$ cat config.mk
export PLATFORM = sky130hd
export DESIGN_NAME = i2c_mreg_bank
export DESIGN_NICKNAME = d
export VERILOG_FILES = /design/src/rtl/i2c_mreg_pkg.sv /design/src/rtl/i2c_mreg_cmd.sv /design/src/rtl/i2c_mreg_rdmux.sv /design/src/rtl/i2c_mreg_bank.sv
export SDC_FILE = /design/constraint.sdc
export NUM_CORES = 1
export LEC_CHECK = 0
export BUFFER_PORTS_ARGS = -buffer_cell sky130_fd_sc_hd__buf_2
export CORE_MARGIN = 2
export CORE_UTILIZATION = 50
export CTS_CLUSTER_DIAMETER = 50
export DETAILED_ROUTE_END_ITERATION = 10
export GPL_TIMING_DRIVEN = 0
export PLACE_DENSITY = 0.78
export SYNTH_ARGS = -nofsm -noshare
export SYNTH_HDL_FRONTEND = slang
export SYNTH_HIERARCHICAL = 1
export SYNTH_SLANG_ARGS = --single-unit
$ cat constraint.sdc
create_clock -name clk_i -period 5.8 [get_ports clk_i]
set_input_delay 0.29 -clock clk_i [delete_from_list [all_inputs] [get_ports clk_i]]
set_output_delay 0.29 -clock clk_i [all_outputs]
set_load 0.01 [all_outputs]
$ cat src/rtl/i2c_mreg_pkg.sv
package i2c_mreg_pkg;

  localparam int BYTE_W = 8;
  localparam int TADDR_W = 7;

  typedef enum logic [1:0] {
    OP_START = 2'd0,
    OP_SEND  = 2'd1,
    OP_RECV  = 2'd2,
    OP_STOP  = 2'd3
  } bus_op_e;

  typedef enum logic [3:0] {
    SQ_IDLE,
    SQ_WSTART,
    SQ_SEND,
    SQ_SSTOP,
    SQ_CSTOP,
    SQ_RSTART,
    SQ_LSTOP,
    SQ_RECV,
    SQ_RSTOP
  } seq_e;

  localparam logic [7:0] OFF_MDATA = 8'h00;
  localparam logic [7:0] OFF_SDATA = 8'h02;
  localparam logic [7:0] OFF_MADRL = 8'h04;
  localparam logic [7:0] OFF_MADRH = 8'h05;
  localparam logic [7:0] OFF_CTRL  = 8'h06;
  localparam logic [7:0] OFF_MODE  = 8'h07;
  localparam logic [7:0] OFF_STAT  = 8'h08;
  localparam logic [7:0] OFF_XSTAT = 8'h09;
  localparam logic [7:0] OFF_SADRL = 8'h0A;
  localparam logic [7:0] OFF_SADRH = 8'h0B;
  localparam logic [7:0] OFF_XCNT  = 8'h0E;
  localparam logic [7:0] OFF_XCTL  = 8'h0F;
  localparam logic [7:0] OFF_DIR   = 8'h10;
  localparam logic [7:0] OFF_IRQ   = 8'h11;

  localparam logic [7:0] MODE_MASK = 8'hDF;
  localparam logic [7:0] XCNT_MASK = 8'h77;
  localparam logic [7:0] DIR_MASK  = 8'h07;

  typedef struct packed {
    logic [7:0] mdata;
    logic [7:0] sdata;
    logic [7:0] madrl;
    logic [7:0] madrh;
    logic [7:0] ctrl;
    logic [7:0] mode;
    logic [7:0] sadrl;
    logic [7:0] sadrh;
    logic [7:0] xcnt;
    logic [7:0] xctl;
    logic [7:0] dir;
    logic [7:0] irq;
    logic [7:0] xstat;
    logic       busy;
    logic       err;
    logic       bufd;
  } reg_bank_t;

  localparam reg_bank_t REG_RST = '{xstat: 8'h8F, dir: 8'h0F, default: '0};

endpackage

$ cat src/rtl/i2c_mreg_cmd.sv
module i2c_mreg_cmd
  import i2c_mreg_pkg::*;
(
  input  logic              clk_i,
  input  logic              rst_ni,
  input  logic              go_i,
  input  bus_op_e           op_i,
  input  logic              rnw_i,
  output logic              idle_o,
  output logic              fin_o,
  output logic              ack_o,
  output logic [BYTE_W-1:0] data_o,
  output logic              cmd_valid_o,
  input  logic              cmd_ready_i,
  output bus_op_e           cmd_op_o,
  output logic              cmd_rnw_o,
  input  logic              rsp_done_i,
  input  logic              rsp_ack_i,
  input  logic [BYTE_W-1:0] rsp_data_i
);

  typedef enum logic [1:0] {PH_IDLE, PH_REQ, PH_WAIT} ph_e;

  ph_e     ph_q;
  bus_op_e op_q;
  logic    rnw_q;

  always_ff @(posedge clk_i or negedge rst_ni) begin
    if (!rst_ni) begin
      ph_q  <= PH_IDLE;
      op_q  <= OP_STOP;
      rnw_q <= 1'b0;
    end else begin
      case (ph_q)
        PH_IDLE: if (go_i) begin
          op_q  <= op_i;
          rnw_q <= rnw_i;
          ph_q  <= PH_REQ;
        end
        PH_REQ:  if (cmd_ready_i) ph_q <= PH_WAIT;
        PH_WAIT: if (rsp_done_i) ph_q <= PH_IDLE;
        default: ph_q <= PH_IDLE;
      endcase
    end
  end

  assign idle_o      = (ph_q == PH_IDLE);
  assign cmd_valid_o = (ph_q == PH_REQ);
  assign cmd_op_o    = op_q;
  assign cmd_rnw_o   = rnw_q;
  assign fin_o       = (ph_q == PH_WAIT) && rsp_done_i;
  assign ack_o       = rsp_ack_i;
  assign data_o      = rsp_data_i;


  cmd_hold_chk: assert property (@(posedge clk_i) disable iff (!rst_ni)
    (cmd_valid_o && !cmd_ready_i) |=> (cmd_valid_o && $stable(cmd_op_o) && $stable(cmd_rnw_o)));


  go_idle_chk: assert property (@(posedge clk_i) disable iff (!rst_ni)
    go_i |-> idle_o);

endmodule

$ cat src/rtl/i2c_mreg_rdmux.sv
module i2c_mreg_rdmux
  import i2c_mreg_pkg::*;
(
  input  reg_bank_t         rb_i,
  input  logic [7:0]        addr_i,
  output logic [BYTE_W-1:0] data_o
);

  logic [7:0] stat;
  assign stat = {2'b00, rb_i.bufd, 2'b00, rb_i.err, 1'b0, rb_i.busy};

  always_comb begin
    case (addr_i)
      OFF_MDATA: data_o = rb_i.mdata;
      OFF_SDATA: data_o = rb_i.sdata;
      OFF_MADRL: data_o = rb_i.madrl;
      OFF_MADRH: data_o = rb_i.madrh;
      OFF_CTRL:  data_o = rb_i.ctrl;
      OFF_MODE:  data_o = rb_i.mode;
      OFF_STAT:  data_o = stat;
      OFF_XSTAT: data_o = rb_i.xstat;
      OFF_SADRL: data_o = rb_i.sadrl;
      OFF_SADRH: data_o = rb_i.sadrh;
      OFF_XCNT:  data_o = rb_i.xcnt;
      OFF_XCTL:  data_o = rb_i.xctl;
      OFF_DIR:   data_o = rb_i.dir;
      OFF_IRQ:   data_o = rb_i.irq;
      default:   data_o = '0;
    endcase
  end

endmodule

$ cat src/rtl/i2c_mreg_bank.sv
module i2c_mreg_bank
  import i2c_mreg_pkg::*;
#(
  parameter int ADDR_W = 5
) (
  input  logic              clk_i,
  input  logic              rst_ni,
  input  logic              cpu_req_i,
  input  logic              cpu_we_i,
  input  logic [ADDR_W-1:0] cpu_addr_i,
  input  logic [7:0]        cpu_wdata_i,
  output logic              cpu_ready_o,
  output logic              cpu_ack_o,
  output logic [7:0]        cpu_rdata_o,
  output logic              cmd_valid_o,
  input  logic              cmd_ready_i,
  output logic [1:0]        cmd_op_o,
  output logic              cmd_rnw_o,
  output logic [6:0]        cmd_addr_o,
  output logic [7:0]        cmd_data_o,
  input  logic              rsp_done_i,
  input  logic              rsp_ack_i,
  input  logic [7:0]        rsp_data_i
);

  localparam int PEND_LO = 4;
  localparam int PEND_HI = 5;

  reg_bank_t         rb_q;
  seq_e              seq_q;
  logic              act_q;
  logic              issued_q;
  logic              rd_q;
  logic [BYTE_W-1:0] rbyte_q;
  logic              ack_q;
  logic [BYTE_W-1:0] rdata_q;

  logic [7:0]        addr8;
  logic              acc;
  logic              issue;
  bus_op_e           iss_op;
  logic              iss_rnw;
  logic              cmd_idle;
  logic              fin;
  logic              fin_ack;
  logic [BYTE_W-1:0] fin_data;
  logic [BYTE_W-1:0] recv_byte;
  logic [BYTE_W-1:0] mux_data;
  logic [1:0]        pend;
  bus_op_e           cmd_op;

  assign addr8       = 8'(cpu_addr_i);
  assign cpu_ready_o = (seq_q == SQ_IDLE);
  assign acc         = cpu_req_i && cpu_ready_o;
  assign issue       = (seq_q != SQ_IDLE) && !issued_q;
  assign pend        = rb_q.ctrl[PEND_HI:PEND_LO];
  assign recv_byte   = fin_ack ? fin_data : 8'hFF;

  always_comb begin
    case (seq_q)
      SQ_WSTART, SQ_RSTART: iss_op = OP_START;
      SQ_SEND:              iss_op = OP_SEND;
      SQ_RECV:              iss_op = OP_RECV;
      default:              iss_op = OP_STOP;
    endcase
  end
  assign iss_rnw = (seq_q == SQ_RSTART);

  i2c_mreg_cmd u_cmd (
    .clk_i       (clk_i),
    .rst_ni      (rst_ni),
    .go_i        (issue),
    .op_i        (iss_op),
    .rnw_i       (iss_rnw),
    .idle_o      (cmd_idle),
    .fin_o       (fin),
    .ack_o       (fin_ack),
    .data_o      (fin_data),
    .cmd_valid_o (cmd_valid_o),
    .cmd_ready_i (cmd_ready_i),
    .cmd_op_o    (cmd_op),
    .cmd_rnw_o   (cmd_rnw_o),
    .rsp_done_i  (rsp_done_i),
    .rsp_ack_i   (rsp_ack_i),
    .rsp_data_i  (rsp_data_i)
  );

  i2c_mreg_rdmux u_rdmux (
    .rb_i   (rb_q),
    .addr_i (addr8),
    .data_o (mux_data)
  );

  assign cmd_op_o    = cmd_op;
  assign cmd_addr_o  = rb_q.madrl[7:1];
  assign cmd_data_o  = rb_q.mdata;
  assign cpu_ack_o   = ack_q;
  assign cpu_rdata_o = rdata_q;

  always_ff @(posedge clk_i or negedge rst_ni) begin
    if (!rst_ni) begin
      rb_q     <= REG_RST;
      seq_q    <= SQ_IDLE;
      act_q    <= 1'b0;
      issued_q <= 1'b0;
      rd_q     <= 1'b0;
      rbyte_q  <= '0;
      ack_q    <= 1'b0;
      rdata_q  <= '0;
    end else begin
      ack_q <= 1'b0;
      if (issue)    issued_q <= 1'b1;
      else if (fin) issued_q <= 1'b0;

      if (acc) begin
        rd_q    <= !cpu_we_i;
        ack_q   <= 1'b1;
        rdata_q <= '0;
        if (cpu_we_i) begin
          case (addr8)
            OFF_MDATA: begin
              rb_q.mdata <= cpu_wdata_i;
              seq_q      <= act_q ? SQ_SEND : SQ_WSTART;
              ack_q      <= 1'b0;
            end
            OFF_SDATA: rb_q.sdata <= cpu_wdata_i;
            OFF_MADRL: begin
              rb_q.madrl <= cpu_wdata_i;
              if (act_q) begin
                seq_q <= SQ_LSTOP;
                ack_q <= 1'b0;
              end
            end
            OFF_MADRH: rb_q.madrh <= cpu_wdata_i;
            OFF_CTRL: begin
              rb_q.ctrl <= cpu_wdata_i;
              if (cpu_wdata_i[0]) begin
                if (cpu_wdata_i[1]) begin
                  ack_q <= 1'b0;
                  if (act_q) begin
                    rb_q.busy <= 1'b0;
                    seq_q     <= SQ_CSTOP;
                  end else begin
                    seq_q <= SQ_RSTART;
                  end
                end else begin
                  rb_q.busy <= 1'b0;
                end
              end
            end
            OFF_MODE:  rb_q.mode  <= cpu_wdata_i & MODE_MASK;
            OFF_SADRL: rb_q.sadrl <= cpu_wdata_i;
            OFF_SADRH: rb_q.sadrh <= cpu_wdata_i;
            OFF_XCNT:  rb_q.xcnt  <= cpu_wdata_i & XCNT_MASK;
            OFF_XCTL: begin
              if (cpu_wdata_i[0]) rb_q <= REG_RST;
              else                rb_q.xctl <= cpu_wdata_i;
            end
            OFF_DIR:   rb_q.dir   <= cpu_wdata_i & DIR_MASK;
            OFF_IRQ:   rb_q.irq   <= cpu_wdata_i;
            default: ;
          endcase
        end else begin
          if (addr8 == OFF_MDATA) begin
            if (rb_q.bufd) begin
              seq_q <= SQ_RECV;
              ack_q <= 1'b0;
            end else begin
              rdata_q <= 8'hFF;
            end
          end else begin
            rdata_q <= mux_data;
          end
        end
      end else if (fin) begin
        case (seq_q)
          SQ_WSTART: begin
            if (fin_ack) begin
              rb_q.busy  <= 1'b1;
              rb_q.err   <= 1'b0;
              rb_q.xstat <= '0;
              act_q      <= 1'b1;
              seq_q      <= SQ_SEND;
            end else begin
              rb_q.busy     <= 1'b0;
              rb_q.err      <= 1'b1;
              rb_q.xstat[0] <= 1'b1;
              seq_q         <= SQ_IDLE;
              ack_q         <= 1'b1;
            end
          end
          SQ_SEND: begin
            if (fin_ack) begin
              seq_q <= SQ_IDLE;
              ack_q <= 1'b1;
            end else begin
              rb_q.busy     <= 1'b0;
              rb_q.err      <= 1'b1;
              rb_q.xstat[0] <= 1'b1;
              seq_q         <= SQ_SSTOP;
            end
          end
          SQ_SSTOP, SQ_LSTOP: begin
            act_q <= 1'b0;
            seq_q <= SQ_IDLE;
            ack_q <= 1'b1;
          end
          SQ_CSTOP, SQ_RSTOP: begin
            act_q <= 1'b0;
            seq_q <= SQ_RSTART;
          end
          SQ_RSTART: begin
            if (fin_ack) begin
              rb_q.bufd  <= 1'b1;
              rb_q.err   <= 1'b0;
              rb_q.xstat <= '0;
              act_q      <= 1'b1;
            end else begin
              rb_q.busy     <= 1'b0;
              rb_q.err      <= 1'b1;
              rb_q.xstat[0] <= 1'b1;
            end
            seq_q   <= SQ_IDLE;
            ack_q   <= 1'b1;
            rdata_q <= rd_q ? rbyte_q : '0;
          end
          SQ_RECV: begin
            rbyte_q <= recv_byte;
            rb_q.ctrl[PEND_HI:PEND_LO] <= (pend == 2'd0) ? 2'd0 : pend - 2'd1;
            if (pend == 2'd0) begin
              rb_q.bufd <= 1'b0;
              seq_q     <= SQ_IDLE;
              ack_q     <= 1'b1;
              rdata_q   <= recv_byte;
            end else begin
              seq_q <= SQ_RSTOP;
            end
          end
          default: seq_q <= SQ_IDLE;
        endcase
      end
    end
  end


  cpu_block_chk: assert property (@(posedge clk_i) disable iff (!rst_ni)
    (cmd_valid_o || !cmd_idle) |-> !cpu_ready_o);


  start_nack_chk: assert property (@(posedge clk_i) disable iff (!rst_ni)
    (fin && seq_q == SQ_WSTART && !fin_ack) |=> (rb_q.err && rb_q.xstat[0] && !rb_q.busy && cpu_ack_o));


  empty_read_chk: assert property (@(posedge clk_i) disable iff (!rst_ni)
    (acc && !cpu_we_i && addr8 == OFF_MDATA && !rb_q.bufd) |=> (cpu_ack_o && cpu_rdata_o == 8'hFF && !cmd_valid_o));


  pend_sat_chk: assert property (@(posedge clk_i) disable iff (!rst_ni)
    (fin && seq_q == SQ_RECV && pend == 2'd0) |=> (rb_q.ctrl[PEND_HI:PEND_LO] == 2'd0 && !rb_q.bufd));


  send_nack_stop_chk: assert property (@(posedge clk_i) disable iff (!rst_ni)
    (fin && seq_q == SQ_SEND && !fin_ack) |=> (seq_q == SQ_SSTOP && rb_q.err));

endmodule

# Word-level counts from Yosys, hierarchy flattened
# Cells that the tools add are included.
# totals
input_bits	28
out_inout_bits	29
reg_bits	136
word_cells	214
# classes
n_eq_ne	45
n_reduce_logical	56
n_mux	83
add_sub_neg	1
bitwise	1
# op_table
operator	count
$pmux 8 s2	12
$pmux 8 s13	1
$mux 8	11
$mux 73	1
$mux 72	1
$reduce_and 4->1	12
$mux 4	9
$reduce_bool 2->1	17
$eq 5x4->1 const B	6
$mux 27	1
$mux 11	2
$mux 2	11
$ne 3x3->1 const B	7
$eq 5x3->1 const B	4
$mux 1	20
$eq 4x3->1 const B	4
$ne 4x4->1 const B	4
$pmux 4 s4	1
$mux 7	2
$reduce_and 7->1	2
$pmux 2 s3	2
$pmux 4 s3	1
$reduce_and 3->1	4
$reduce_and 6->1	2
other kinds (32)	49

# Depth between registers and ports, before layout
# Gate-level depths: netlist of run 1.
# logic_depth
depth_word	6
mapped_depth	9
ltp_nobuf	7

# Hierarchy
# The synthesis of run 1 kept the hierarchy.
# by_module_without_submodules
module	instances	cells_each	area_per_inst_um2	seq_area_each_um2
i2c_mreg_bank	1	521	5569.1	2935.3
i2c_mreg_rdmux	1	141	1049.8	0.0
i2c_mreg_cmd	1	26	291.5	127.6

# Worst setup path after synthesis of run 1
# Ideal clock, no wire load.
# synth_path
path_kind	flip-flop to flip-flop
startpoint	reg seq_q[1]
endpoint	reg u_cmd.rnw_q (netlist: u_cmd/cmd_rnw_o)
path_slack_ps	3817
stages_incl_launch_ff	8
t_required_ps	5672
setup_ps	128
t_arrival_ps	1855
n_path_buf	2
period_less_slack_ps	1983
cell_sequence	dfrtp_1 buf_2 or2_2 clkbuf_1 nor3_1 nor2_1 nor3b_4 mux2_1
# synth_between
elab_chain_len	3
elab_cells_between_ends	4
classes_between	1 x eq/ne; 3 x reduce/logical
# synth_rtl
item	line_no	text
from (decl)	i2c_mreg_bank.sv:30	seq_e seq_q;
from (signal assigned)	i2c_mreg_bank.sv:123	seq_q <= act_q ? SQ_SEND : SQ_WSTART;
$reduce_bool 4->1	i2c_mreg_bank.sv:55	assign issue = (seq_q != SQ_IDLE) && !issued_q;
$logic_and 1x1->1	i2c_mreg_bank.sv:55	
named net issue	i2c_mreg_bank.sv:40	logic issue;
$reduce_and 2->1 (no source line)	--	
to (signal assigned)	i2c_mreg_cmd.sv:37	rnw_q <= rnw_i;
to (decl)	i2c_mreg_cmd.sv:26	logic rnw_q;
# The timed path passes the listed nets, and every way through them passes these cells.
# A chain may end at the register's enable or synchronous reset.

# Worst setup path in the final report of run 1
# layout_path
startpoint	reg seq_q[1]
endpoint	out cpu_ready_o
# layout_between
elab_chain_len	1
# layout_rtl
item	line_no	text
$logic_not 4->1	i2c_mreg_bank.sv:53	assign cpu_ready_o = (seq_q == SQ_IDLE);
to (decl)	i2c_mreg_bank.sv:12	output logic cpu_ready_o,
# No other way between the ends.

==> implementation parameters, run 1 <==
Parameter                              Value

Hold path
  HP Class    in2reg

STA
  Hold violation total from the final report    0
  Shortest clock period the worst path allows after layout    about 2.3 ns
  Worst slew pin tran    between 0.8 and 0.9 ns
  Share of the clock period used by the worst path after layout    0.398
  Slew headroom    0.448
  Final setup viols    0
  RSZ-0062 raised after global routing    false
  Final worst slack    roughly 3.5 ns
  Setup Total Neg Slack    0 ns
  Hold Slack    roughly 0.066 ns
  F_max    ~0.43 GHz
  Fin. max-slew vios    0
  Worst-case clock skew    approximately 0.0044 ns

Setup path
  Setup slack of the most critical reg-to-reg path    between 3 and 4 ns
  Maximum fanout along the worst path    9
  Critical Path Source Type    register
  Kind of critical path    reg2out
  Type of destination of the critical path    primary output
  CP Data Arrival Time    roughly 2.0 ns
  Crit path required time    5.51 ns

Clocking
  CTS root buffer    sky130_fd_sc_hd__clkbuf_16
  Clock sink total    122
  H-tree level count    4
  Clk Latency, worst-skew pair    between 0.4 and 0.5 ns
  Clock slew seen by the registers of the worst setup and hold paths    about 0.060 ns
  Post-CTS setup repair buffer count    0
  Inserted Clock Buffers    17
  TritonCTS clock tree    done
  Number of buffers on the longest clock path    2

Finish
  Share of layout cells above drive strength 1    0.294
  Post-layout net count    approximately 800
  Footprint of the multi-input gates    between 3000 and 4000 sq um
  Area Growth Syn to Fin    17.0%
  Post-route design area    around 8000 sq um
  Layout Utilization    0.605
  Diode insertion count for antenna repair    0
  Filler cells    around 1.1k
  Sequential cell area    between 3000 and 4000 sq um

Global routing
  Global-route total usage across every layer    0.276
  First-pass GRT wire length    31.0 mm
  Vias in the first global route    5860
  Global route total overflow    0
  Number of antenna violations at the first check in global routing    0
  Largest net degree at the start of global routing    72

Floorplan
  Width of the die    between 100 and 150 microns
  I/O pin count    57
  Placeable Area    between 10000 and 15000 sq um
  Overall die area    approximately 15000 sq um
  Starting density of the core    0.517
  Total number of placement rows    42
  Die Y    between 100 and 150 microns

Drt
  Vias/cell    6.07
  Detailed-router iteration count before antenna repair    5
  Total Routed Length    between 15 and 20 mm
  DRC violations left    0
  Post-DR wirelength/cell    approximately 20 microns
  Number of design-rule violations left by the first detailed-router iteration    678
  Total vias in the final route    between 5k and 6k
  Number of nets with antenna violations after routing    0

Place
  Area after detailed placement    7470 sq um
  Place WS    3.22 ns
  Input/output buffers    between 40 and 50
  Detailed placement HPWL    13.6 mm
  Global placement routability congestion    approximately 0.96

Power and ir drop
  Static Leak    approximately 3.7 nW
  Power density cells    around 410 nW/um^2
  Peak VDD IR    228 uV

Yosys
  Post-Synthesis Mean Instance Area    10.1 sq um
  Synthesized area    around 7000 sq um
  Warning count from the yosys run    6
  Count of mapped cells out of synthesis    just under 700

Run status
  Run status    finished clean

Run
  Max-cap violations    0
cell type report:
cell class / count / area share
sequential: 122 / 0.379
inverter: 8 / 0.00372
clock buffer: 17 / 0.0527
buffer: 74 / 0.0511
tap: 176 / 0.0273
clock inverter: 15 / 0.0209
multi-input combinational: 505 / 0.431
timing repair buffer: 48 / 0.0339
cell usage in the layout, fill, tap and decap left out, types with 10 or more instances in the layout:
cell	count
sky130_fd_sc_hd__mux2_2	71
sky130_fd_sc_hd__conb_1	23
sky130_fd_sc_hd__buf_2	65
sky130_fd_sc_hd__nand2_1	77
sky130_fd_sc_hd__a31oi_1	10
sky130_fd_sc_hd__a22oi_1	10
sky130_fd_sc_hd__clkbuf_1	24
sky130_fd_sc_hd__buf_4	26
sky130_fd_sc_hd__nor2_1	40
sky130_fd_sc_hd__a21oi_1	35
sky130_fd_sc_hd__nor2b_1	17
sky130_fd_sc_hd__dfrtp_1	114
sky130_fd_sc_hd__nand3_1	16
sky130_fd_sc_hd__clkbuf_16	17
sky130_fd_sc_hd__mux2i_1	26
sky130_fd_sc_hd__o21ai_0	41
per-stage QoR:
step	instances	power, mW
finish	965	3.27
global route	965	3.45
CTS	965	3.28
detailed placement	932	2.21
global placement	931	2.15
floorplan	709	1.90
routing by layer:
metal / wire length [microns] / vias up / GRT usage
met5: 0 / - / 0
met4: 827 / 0 / 0.150
met3: 1390 / 67 / 0.0637
met2: 9190 / 280 / 0.440
met1: 7780 / 2880 / 0.348
li1: - / 2628 / -
where the power goes:
part	switching [mW]	internal, mW
clock network	0.421	0.639
logic	0.502	0.427
registers	0.169	1.12
total	1.09	2.18
registers in the layout (all words and copies together), names as in the netlist:
name / flops
u_cmd/cmd_rnw_o: 1
rbyte_q: 8
cpu_rdata_o: 8
u_cmd/cmd_op_o: 2
issued_q: 1
seq_q: 4
rd_q: 1
rb_q: 76
cmd_data_o: 8
pend: 2
u_cmd/ph_q: 2
act_q: 1
cpu_ack_o: 1
cmd_addr_o: 7
path summary, 6_finish.rpt:
kind	startpoint	end	cells after the start
min in group asynchronous	rst_ni	u_cmd/ph_q[0]	2
worst max register to register	seq_q[1]	rb_q[13]	8
max in group asynchronous	rst_ni	rb_q[6]	3
worst min register to register	issued_q	issued_q	1
worst min-delay path	cmd_ready_i	u_cmd/ph_q[0]	2
worst max-delay path	seq_q[1]	cpu_ready_o	5
critical path, cell delays in order, from the launching register on:
cell and delay [ns]:
sky130_fd_sc_hd__dfrtp_1 0.36, sky130_fd_sc_hd__buf_2 0.17, sky130_fd_sc_hd__or2_2 0.31, sky130_fd_sc_hd__clkbuf_1 0.18, sky130_fd_sc_hd__nor3_1 0.37, sky130_fd_sc_hd__buf_2 0.21
repair_timing:
action                    CTS  global route
hold endpoints to repair   45             0
resized for setup           0             0
hold buffers                1             0
Note: power is estimated with default switching activity, not from simulation.
==> inputs of run 2 (changes only) <==
ABC_AREA = 1   (was not set)
PLACE_DENSITY = 0.8   (was 0.78)
clock period = 1.95 ns   (was 5.8 ns; I/O delays follow)
==> implementation parameters, run 2 <==
Parameter                              Value

Global routing
  Global route total overflow    0 (unchanged)
  Largest net degree at the start of global routing    83 (was 72)
  Vias in the first global route    6287 (was 5860)
  GRT met1 Usage    0.396 (was 0.348)
  Most Crowded Layer GR    met2 (unchanged)
  Number of antenna violations at the first check in global routing    0 (unchanged)
  Met2 GRT Util    0.438 (was 0.440)
  First-pass GRT wire length    32.5 mm (was 31.0 mm)
  Global-route total usage across every layer    0.285 (was 0.276)
  Routing usage on met3    0.0641 (was 0.0637)

Setup path
  Critical Path Source Type    register (unchanged)
  CP Data Arrival Time    2.19 ns (was 2.02 ns)
  Maximum fanout along the worst path    10 (was 9)
  Kind of critical path    reg2reg (was reg2out)
  Type of destination of the critical path    register (was primary output)
  Crit path required time    2.24 ns (was 5.51 ns)

Power and ir drop
  Power density cells    1200 nW/um^2 (was 405 nW/um^2)
  Portion of total power attributed to sequential cells    0.381 (was 0.392)
  Switching Share    0.334 (was 0.333)
  Share of power burned in combinational logic    0.269 (was 0.284)
  P_int    6.89 mW (was 2.18 mW)
  Peak VDD IR    661 uV (was 228 uV)
  Clock power frac    0.350 (was 0.324)
  Power spent charging and discharging nets    3.45 mW (was 1.09 mW)
  Static Leak    4.50 nW (was 3.66 nW)

STA
  Final worst slack    0.0560 ns (was 3.49 ns)
  Share of the clock period used by the worst path after layout    0.971
  Worst-case clock skew    0.00707 ns (was 0.00439 ns)
  Slew headroom    0.634 (was 0.448)
  Hold Slack    0.115 ns (was 0.0661 ns)
  Hold violation total from the final report    0 (unchanged)
  Final setup viols    0 (unchanged)
  Worst slew pin tran    0.547 ns (was 0.824 ns)
  F_max    roughly 0.53 GHz
  Fin. max-slew vios    0 (unchanged)
  Shortest clock period the worst path allows after layout    about 1.9 ns

Yosys
  Cell with the most instances after synthesis    sky130_fd_sc_hd__nand2_1
  Count of flip-flops with a built-in enable after synthesis    0
  Top_reg_cell synth    sky130_fd_sc_hd__dfrtp_1
  Synth async-reset ratio    1.00
  Proportion of netlist area held by the largest area contributor    0.403
  Synth top cells by count    sky130_fd_sc_hd__nand2_1 (286), sky130_fd_sc_hd__nand3_1 (142), sky130_fd_sc_hd__dfrtp_1 (114), sky130_fd_sc_hd__o21ai_0 (104), sky130_fd_sc_hd__inv_1 (67)
  Cell taking the most area after synthesis    sky130_fd_sc_hd__dfrtp_1
  Warning count from the yosys run    6 (unchanged)
  Unique cell type count in the Yosys netlist    30
  Most area-consuming cells after synthesis    sky130_fd_sc_hd__dfrtp_1 (40%), sky130_fd_sc_hd__nand2_1 (15%), sky130_fd_sc_hd__nand3_1 (10%)
  Sequential-to-total area share from yosys stat    0.432
  Post-Synthesis Mean Instance Area    7.45 sq um (was 10.1 sq um)
  Synthesized area    7080 sq um (was 6910 sq um)
  Number of register bits inferred by synthesis    roughly 120
  Count of mapped cells out of synthesis    951 (was 687)

Finish
  Most flops, register    rb_q (unchanged)
  Number of flip-flops in the largest register    76 (unchanged)
  Post-Layout Cell Count    1255 (was 965)
  Most frequent standard cell in the layout excluding fill and tap cells    sky130_fd_sc_hd__nand2_1 (was sky130_fd_sc_hd__dfrtp_1)
  Diode insertion count for antenna repair    0 (unchanged)
  Area Growth Syn to Fin    21.6% (was 17.0%)
  Post-layout net count    1090 (was 804)
  Share of layout cells above drive strength 1    0.197 (was 0.294)
  Top library cells by usage in the layout, fill and taps aside    sky130_fd_sc_hd__nand2_1 (286), sky130_fd_sc_hd__nand3_1 (142), sky130_fd_sc_hd__dfrtp_1 (112), sky130_fd_sc_hd__o21ai_0 (104), sky130_fd_sc_hd__inv_1 (67) (was sky130_fd_sc_hd__dfrtp_1 (114), sky130_fd_sc_hd__nand2_1 (77), sky130_fd_sc_hd__mux2_2 (71), sky130_fd_sc_hd__buf_2 (65), sky130_fd_sc_hd__o21ai_0 (41))

Drt
  Number of design-rule violations left by the first detailed-router iteration    998 (was 678)
  Number of nets with antenna violations after routing    0 (unchanged)
  Total Routed Length    21.2 mm (was 19.2 mm)
  Vias/cell    5.60 (was 6.07)
  Total vias in the final route    7022 (was 5855)
  Detailed-router iteration count before antenna repair    6 (was 5)
  DRC violations left    0 (unchanged)
  Post-DR wirelength/cell    16.9 microns (was 19.9 microns)

Clocking
  Clock sink total    122 (unchanged)
  Number of buffers on the longest clock path    2 (unchanged)
  TritonCTS clock tree    done (unchanged)
  CTS root buffer    sky130_fd_sc_hd__clkbuf_16 (unchanged)
  Inserted Clock Buffers    17 (unchanged)
  Clock slew seen by the registers of the worst setup and hold paths    0.06 ns (about the same)
  Clk Latency, worst-skew pair    0.43 ns (about the same)
  H-tree level count    4 (unchanged)

Floorplan
  Die Y    123 microns (was 122 microns)
  Total number of placement rows    43 (was 42)
  Placeable Area    13900 sq um (was 13300 sq um)
  I/O pin count    57 (unchanged)
  Starting density of the core    0.510 (was 0.517)
  Width of the die    123 microns (was 122 microns)
  Overall die area    15100 sq um (was 14800 sq um)

Place
  Global placement routability congestion    0.944 (was 0.956)
  Input/output buffers    47 (was 46)
  Cell total after placement    1195 (was 932)
  Detailed placement HPWL    14.7 mm (was 13.6 mm)
  Place WS    -0.0521 ns (was 3.22 ns)

Run status
  Run status    finished clean (unchanged)

Hold path
  HP Class    in2reg (unchanged)

Run
  Max-cap violations    0 (unchanged)
[run 2: timing repair]
| item | 4_1_cts | 5_1_grt |
|---|---|---|
| pin swaps | 2 | 7 |
| endpoints found under the hold margin | 63 | 0 |
| buffers inserted | 1 | 8 |
| hold buffers | 19 | 0 |
| resized for setup | 2 | 9 |
| setup endpoints to repair | 14 | 81 |
[run 2: layer usage]
layer  vias up  share of wire
li1       3304              -
met1      3281           0.42
met2       386           0.46
met3        51          0.090
met4         0          0.027
met5         -              0
[run 2: stage by stage]
stage	area (sq um)	TNS (ns)	total power, mW	utilization
2_1_floorplan	7140	0	5.64	-
3_3_place_gp	7600	-87.93	6.42	0.548
3_5_place_dp	7640	-0.0800	6.52	0.550
4_1_cts	8520	-0.0157	10.2	0.614
5_1_grt	8610	-0.0165	10.9	0.620
6_report	8610	0	10.3	0.620
[run 2: cell type report]
cell class | count | area, sq um
fillers | 1202 | 5270
multi-input cells | 715 | 3440
inverters | 77 | 289
flip-flops and latches | 122 | 3070
plain buffers | 53 | 387
repair buffers | 76 | 527
clock inverters | 12 | 219
clock buffers | 20 | 457
well taps | 180 | 225
[run 2: path summary, 6_finish.rpt]
path	end	slack, ns	cells after the start	startpoint
max	rb_q[34]	0.06	7	seq_q[3]
min	rb_q[1]	0.12	4	rsp_ack_i
max reg2reg	rb_q[34]	0.06	7	seq_q[3]
min reg2reg	u_cmd/cmd_op_o[0]	0.47	2	u_cmd/cmd_op_o[0]
max in group asynchronous	rb_q[19]	1.04	3	rst_ni
min in group asynchronous	cmd_addr_o[1]	0.15	2	rst_ni
[run 2: worst max-delay path, cell delays in order (launching register included)]
cell and delay [ns]:
sky130_fd_sc_hd__dfrtp_1 0.42, sky130_fd_sc_hd__nor2_4 0.20, sky130_fd_sc_hd__nand2_2 0.10, sky130_fd_sc_hd__nor2_4 0.19, sky130_fd_sc_hd__nand2_4 0.12, sky130_fd_sc_hd__clkbuf_1 0.27, sky130_fd_sc_hd__o21ai_0 0.30, sky130_fd_sc_hd__o21ai_0 0.14
[run 2: logic make-up (layout without fill, tap and decap cells)]
family / after synthesis / after routing / share of synthesized area
and+or+nand+nor: 544 / 544 / 0.358
other: 1 / 17 / 0.000529
AOI/OAI and AO/OA: 154 / 154 / 0.114
DFF: 122 / 122 / 0.432
buffers and inverters: 130 / 238 / 0.0952
[run 2: power by group through the flow]
stage / Sequential [mW] / Combinational, mW / Clock (mW)
after global routing: 4.01 / 3.11 / 3.76
after detailed placement: 3.93 / 2.59 / 0
final: 3.94 / 2.78 / 3.62
after floorplan: 3.82 / 1.83 / 0
after CTS: 3.91 / 2.66 / 3.65
after global placement: 3.92 / 2.50 / 0
